===== src/rtl/btpc_pkg.sv =====
package btpc_pkg;

    typedef enum logic [1:0] {
        RSN_OK     = 2'b00,
        RSN_KIND   = 2'b01,
        RSN_HALF   = 2'b10,
        RSN_FORBID = 2'b11
    } reason_e;

    typedef enum logic [1:0] {
        TC_ANY   = 2'b00,
        TC_LOCAL = 2'b01,
        TC_PAIR  = 2'b10,
        TC_NONE  = 2'b11
    } tcode_e;

    typedef struct packed {
        logic    vld;
        logic    ok;
        reason_e rsn;
    } resp_t;

endpackage


===== src/rtl/btpc_cw_locate.sv =====
module btpc_cw_locate
    import btpc_pkg::*;
#(
    parameter int SLOT_W  = 32,
    parameter int N_SLOTS = 8
) (
    input  logic [SLOT_W*N_SLOTS-1:0] block_in,
    input  logic                      prev_pair_last,
    output logic                      cw_valid,
    output logic [N_SLOTS-1:0][1:0]   codes
);
    localparam int CODE_BITS = 2 * (N_SLOTS - 1);
    localparam int REST_W    = SLOT_W - 2 - CODE_BITS;

    logic [SLOT_W-1:0] cw;
    assign cw = block_in[SLOT_W-1:0];

    // leading pair 01 marks a control word unless the prior block claimed the slot
    assign cw_valid = (cw[SLOT_W-1 -: 2] == 2'b01) && !prev_pair_last;

    for (genvar k = 0; k < N_SLOTS - 1; k++) begin : g_code
        assign codes[k] = cw[SLOT_W-3-2*k -: 2];
    end
    // the control slot itself is never a legal landing point
    assign codes[N_SLOTS-1] = TC_NONE;

    logic unused_payload;
    assign unused_payload = ^{block_in[SLOT_W*N_SLOTS-1:SLOT_W], cw[REST_W-1:0]};

endmodule


===== src/rtl/btpc_slot_rule.sv =====
module btpc_slot_rule
    import btpc_pkg::*;
(
    input  logic [1:0] code,
    input  logic       odd_half,
    input  logic       is_call,
    output logic [1:0] verdict
);
    tcode_e  tc;
    reason_e rsn;

    assign tc = tcode_e'(code);

    always_comb begin
        rsn = RSN_OK;
        if (tc == TC_NONE) begin
            rsn = RSN_FORBID;
        end else if (odd_half && tc != TC_PAIR) begin
            rsn = RSN_HALF;
        end else if (tc == TC_LOCAL && is_call) begin
            rsn = RSN_KIND;
        end
    end

    assign verdict = rsn;

    // odd halfword never passes unless slot holds a 16-bit pair
    always_comb begin
        p_odd_needs_pair_r7: assert (!(odd_half && code != TC_PAIR) || verdict != RSN_OK);
    end

endmodule


===== src/rtl/btpc_top.sv =====
module btpc_top
    import btpc_pkg::*;
#(
    parameter int SLOT_W  = 32,
    parameter int N_SLOTS = 8
) (
    input  logic                      clk,
    input  logic                      rst_n,
    input  logic                      req_valid,
    input  logic [SLOT_W*N_SLOTS-1:0] block_in,
    input  logic [$clog2(N_SLOTS*2)-1:0] tgt_hw,
    input  logic                      br_call,
    input  logic                      prev_pair_last,
    input  logic                      policy_open,
    output logic                      resp_valid,
    output logic                      permit,
    output logic [1:0]                reason
);
    localparam int HW_W  = $clog2(N_SLOTS * 2);
    localparam int SEL_W = HW_W - 1;

    logic                    cw_valid;
    logic [N_SLOTS-1:0][1:0] codes;
    logic [SEL_W-1:0]        slot_sel;
    logic [1:0]              slot_code;
    logic [1:0]              rule_rsn;
    reason_e                 eval_rsn;

    resp_t resp_d, resp_q;

    btpc_cw_locate #(.SLOT_W(SLOT_W), .N_SLOTS(N_SLOTS)) i_locate (
        .block_in       (block_in),
        .prev_pair_last (prev_pair_last),
        .cw_valid       (cw_valid),
        .codes          (codes)
    );

    assign slot_sel  = tgt_hw[HW_W-1:1];
    assign slot_code = codes[slot_sel];

    btpc_slot_rule i_rule (
        .code     (slot_code),
        .odd_half (tgt_hw[0]),
        .is_call  (br_call),
        .verdict  (rule_rsn)
    );

    always_comb begin
        if (cw_valid) begin
            eval_rsn = reason_e'(rule_rsn);
        end else begin
            eval_rsn = policy_open ? RSN_OK : RSN_FORBID;
        end
    end

    always_comb begin
        resp_d     = resp_q;
        resp_d.vld = req_valid;
        if (req_valid) begin
            resp_d.rsn = eval_rsn;
            resp_d.ok  = (eval_rsn == RSN_OK);
        end
    end

    always_ff @(posedge clk) begin
        if (!rst_n) begin
            resp_q <= '{vld: 1'b0, ok: 1'b0, rsn: RSN_OK};
        end else begin
            resp_q <= resp_d;
        end
    end

    assign resp_valid = resp_q.vld;
    assign permit     = resp_q.ok;
    assign reason     = resp_q.rsn;

    // one response per strobe, one cycle later
    p_resp_follows_req_r1: assert property (@(posedge clk) disable iff (!rst_n)
        req_valid |=> resp_valid);
    p_no_spurious_resp_r1: assert property (@(posedge clk) disable iff (!rst_n)
        !req_valid |=> !resp_valid);
    p_hold_when_idle_r1: assert property (@(posedge clk) disable iff (!rst_n)
        !req_valid |=> ($stable(reason) && $stable(permit)));

    // control slot is not a target
    p_cw_slot_denied_r8: assert property (@(posedge clk) disable iff (!rst_n)
        (req_valid && cw_valid && slot_sel == SEL_W'(N_SLOTS - 1)) |=> (!permit && reason == RSN_FORBID));

    // calls never land on local-only slots
    p_no_call_local_r4: assert property (@(posedge clk) disable iff (!rst_n)
        (req_valid && cw_valid && br_call && slot_code == TC_LOCAL) |=> !permit);

    // closed policy denies without a control word
    p_policy_closed_r10: assert property (@(posedge clk) disable iff (!rst_n)
        (req_valid && !cw_valid && !policy_open) |=> (reason == RSN_FORBID && !permit));

    // permit agrees with the ok reason on each response
    p_permit_reason_r3: assert property (@(posedge clk) disable iff (!rst_n)
        resp_valid |-> (permit == (reason == RSN_OK)));

endmodule


===== config.mk =====
export PLATFORM = sky130hd
export DESIGN_NAME = btpc_top
export DESIGN_NICKNAME = d
export VERILOG_FILES = /design/src/rtl/btpc_pkg.sv /design/src/rtl/btpc_cw_locate.sv /design/src/rtl/btpc_slot_rule.sv /design/src/rtl/btpc_top.sv
export SDC_FILE = /design/constraint.sdc
export NUM_CORES = 1
export LEC_CHECK = 0
export BUFFER_PORTS_ARGS = -buffer_cell sky130_fd_sc_hd__buf_4
export CORE_AREA = 2 2 105 107
export CTS_CLUSTER_DIAMETER = 50
export CTS_CLUSTER_SIZE = 8
export DETAILED_ROUTE_END_ITERATION = 6
export DIE_AREA = 0 0 107 109
export PLACE_DENSITY_LB_ADDON = 0.05
export SYNTH_ARGS = -nofsm -noshare
export SYNTH_HDL_FRONTEND = slang
export SYNTH_SLANG_ARGS = --single-unit

===== constraint.sdc =====
create_clock -name clk -period 4.19 [get_ports clk]
set_input_delay 0.838 -clock clk [delete_from_list [all_inputs] [get_ports clk]]
set_output_delay 0.838 -clock clk [all_outputs]
set_load 0.1 [all_outputs]

==> results.md <==
- Status: completed
- CTS tree: yes
- Switch share: 30.8%
- Warnings from Yosys: 0
- CP max stage delay: 0.50 ns
- Max frequency: 433 MHz
- Die height: 109 µm
- Endpoints failing setup: 0
- CP Capture Type: flip-flop
- Buffers on Ports: 29
- Die area: 11,700 µm²
- Total CTS buffers: 3
- Clk_lat worst skew: 0.21 ns
- Max cap viols: 0
- Worst hold slack: 0.584 ns
- Post-synth top area share: 24.0%
- Top area cells in the synthesized netlist: dfxtp_1 24%, mux4_1 7.9%, mux2i_1 6.0%
- Hold buffers post-CTS: 0
- Global routing's busiest layer: met2
- Power share of the sequential group: 22.5%
- CTS clock-pin slew for the worst setup and hold paths: 0.04 ns
- Detail Route Antenna Nets: 0
- Psw: 58.1 µW
- Placed wire-length estimate: 1440 µm
- H-Tree Depth: 1
- Vias per cell: 1.95
- Crit Path Class: input port to flip-flop
- FF+latch count, synth: 4
- Tmin final: 2.31 ns
- Worst Setup Start Kind: input port
- Largest area contributor in the netlist: dfxtp_1
- Antenna cells: 0
- Critical Path RT: 4.29 ns
- Most used DFF post-synth: dfxtp_1
- VDD IR max: 0.0625 mV
- PostCTS Resize Cnt: 0
- Reg-to-Reg Start: permit
- Setup Skew: 0 ns
- Worst Setup SP: prev_pair_last
- Placed Instances: 204
- Synthesized area: 334 µm²
- Clock Power Share: 44.2%
- DRT iter0 DRCs: 8
- Power Total: 189 µW
- Hold_sp: reason[1]
- First-pass GRT wire length: 2350 µm
- GR Overflow Total: 0
- Fin. Hold Viols: 0
- Fill count: 1,255
- CP arrival: 2.41 ns
- Vias in the first global route: 491
- Initial antenna violation count: 0
- Root buf cell: clkbuf_8
- Share of layout cells above drive strength 1: 53.7%
- Max-slew violation total from the final report: 0
- Routed via count: 404
- GRT Total Usage: 2.72%
- Core Area: 10,600 µm²
- Hold Crit Depth: 2
- WL per Instance: 7.69 µm
- Area growth, synth to finish: 127%
- Post-synth top cells: 4 x dfxtp_1, 4 x o21ai_0, 3 x nand2_1
- Seq/Total Area, Yosys: 24.0%
- WP buf/inv: 1
- Synth Instances: 36
- IO Pins: 270
- Syn Area/Cell: 9.28 µm²
- Final Cycle Share: 55.1%
- Largest net degree at the start of global routing: 7
- Setup WS post-layout: 1.88 ns
- Logic pwr share: 33.4%
- R2R Path End: permit
- Final setup TNS: 0 ns
- RePlAce Congestion: 0.602
- Fin area: 757 µm²
- R2R setup slack: 3.42 ns
- Post-CTS Repair Setup Buffers: 0
- Rows: 38
- Area after DPL: 716 µm²
- Grt met2 use: 4.91%
- Final core utilization: 7.14%
- Lkg Pwr: 0.289 nW
- Total nets after synthesis: 302
- # nets final: 335
- Rel. slew slack: 61.6%
- Area of the multi-input gates: 239 µm²
- Initial cell density of the core: 3.15%
- Cell Pwr Density: 249 nW/µm²
- CP Max Fanout: 3
- Slowest CP cell: nor3b_1
- Worst slew pin tran: 0.575 ns
- DIE WIDTH: 107 µm
- Total Wirelength: 1590 µm
- Cell family with most CP delay: simple AND/OR/NAND/NOR gates
- Clk buf depth: 2
- Number of remaining DRC errors: 0
- Finished Layout Cells: 207
- Setup WS pre-CTS: 1.54 ns
- Unrepaired setup endpoints after global routing: no
- DR pass1 iterations: 3
- Yosys cell types: 23
- Min-Delay Path Class: flip-flop to flip-flop
- Internal Power: 130 µW
- M3 GR Usage: 1.73%
- Share of synthesized flip-flops with an asynchronous set or reset: 0%
- Met1 GRT Util: 2.54%
- Hold Path End: reason[1]
- CTS sink cnt: 4
- R2R cell count: 3
- Sequential cell area: 80.1 µm²
- Worst path cell trace: buf_4 -> nor3b_1 -> o21ai_0 -> nor3_1 -> o221ai_1 -> o211a_1
- EDFF count, synth: 0
kinds of logic (layout without fill, tap and decap cells):
logic type | count (synthesis) | in the layout | share of synthesized area [%]
flip-flops | 4 | 4 | 24.0
AND/OR/NAND/NOR | 13 | 13 | 21.4
multiplexers | 5 | 5 | 21.7
AO/OA/AOI/OAI | 12 | 12 | 28.5
buffers and inverters | 2 | 33 | 4.49
area by class of cell:
cell class	count	share of cell area (%)
Sequential cell	4	10.6
Clock buffer	3	5.45
Tap cell	140	23.1
Timing Repair Buffer	29	28.8
Inverter	1	0.496
Multi-Input combinational cell	30	31.6
state kept, by name (all words and copies together), names as in the netlist:
register and count:
permit 1, reason 2, resp_valid 1
power groups by stage:
stage               clock (mW)  sequential [mW]  combinational [mW]
CTS                     0.0850           0.0424              0.0648
global route            0.0880           0.0427              0.0681
detailed placement           0           0.0430              0.0645
finish                  0.0833           0.0424              0.0630
floorplan                    0           0.0611              0.0173
global placement             0           0.0429              0.0652
metal layers:
layer  part of all wire, %  routed length [µm]
met1                    35                 562
met2                    51                 817
met3                    13                 211
met4                     0                   0
met5                     0                   0
cell usage in the layout (no fill, tap or decap), types with 2 or more instances in the layout:
master and instances:
buf_4 29, o21ai_0 4, dfxtp_1 4, nand2_1 3
clkbuf_8 3, o21a_1 2, mux2i_1 2, and2_1 2
nor2_1 2, a21oi_1 2
worst min-delay path, delay by kind of cell, from the launching register on:
family	cells	cell delay (ns)
flip-flops	1	0.32
AO/OA/AOI/OAI	2	0.22
how the worst max path moves through the flow:
stage                            to  slack, ns  depth (start not counted)
after floorplan              permit       2.13                          6
after global placement       permit       1.53                          6
after detailed placement     permit       1.54                          6
after global routing      reason[0]       1.66                          6
final                        permit       1.88                          6
after CTS                    permit       1.76                          6
(Power assumes the default switching activity.)
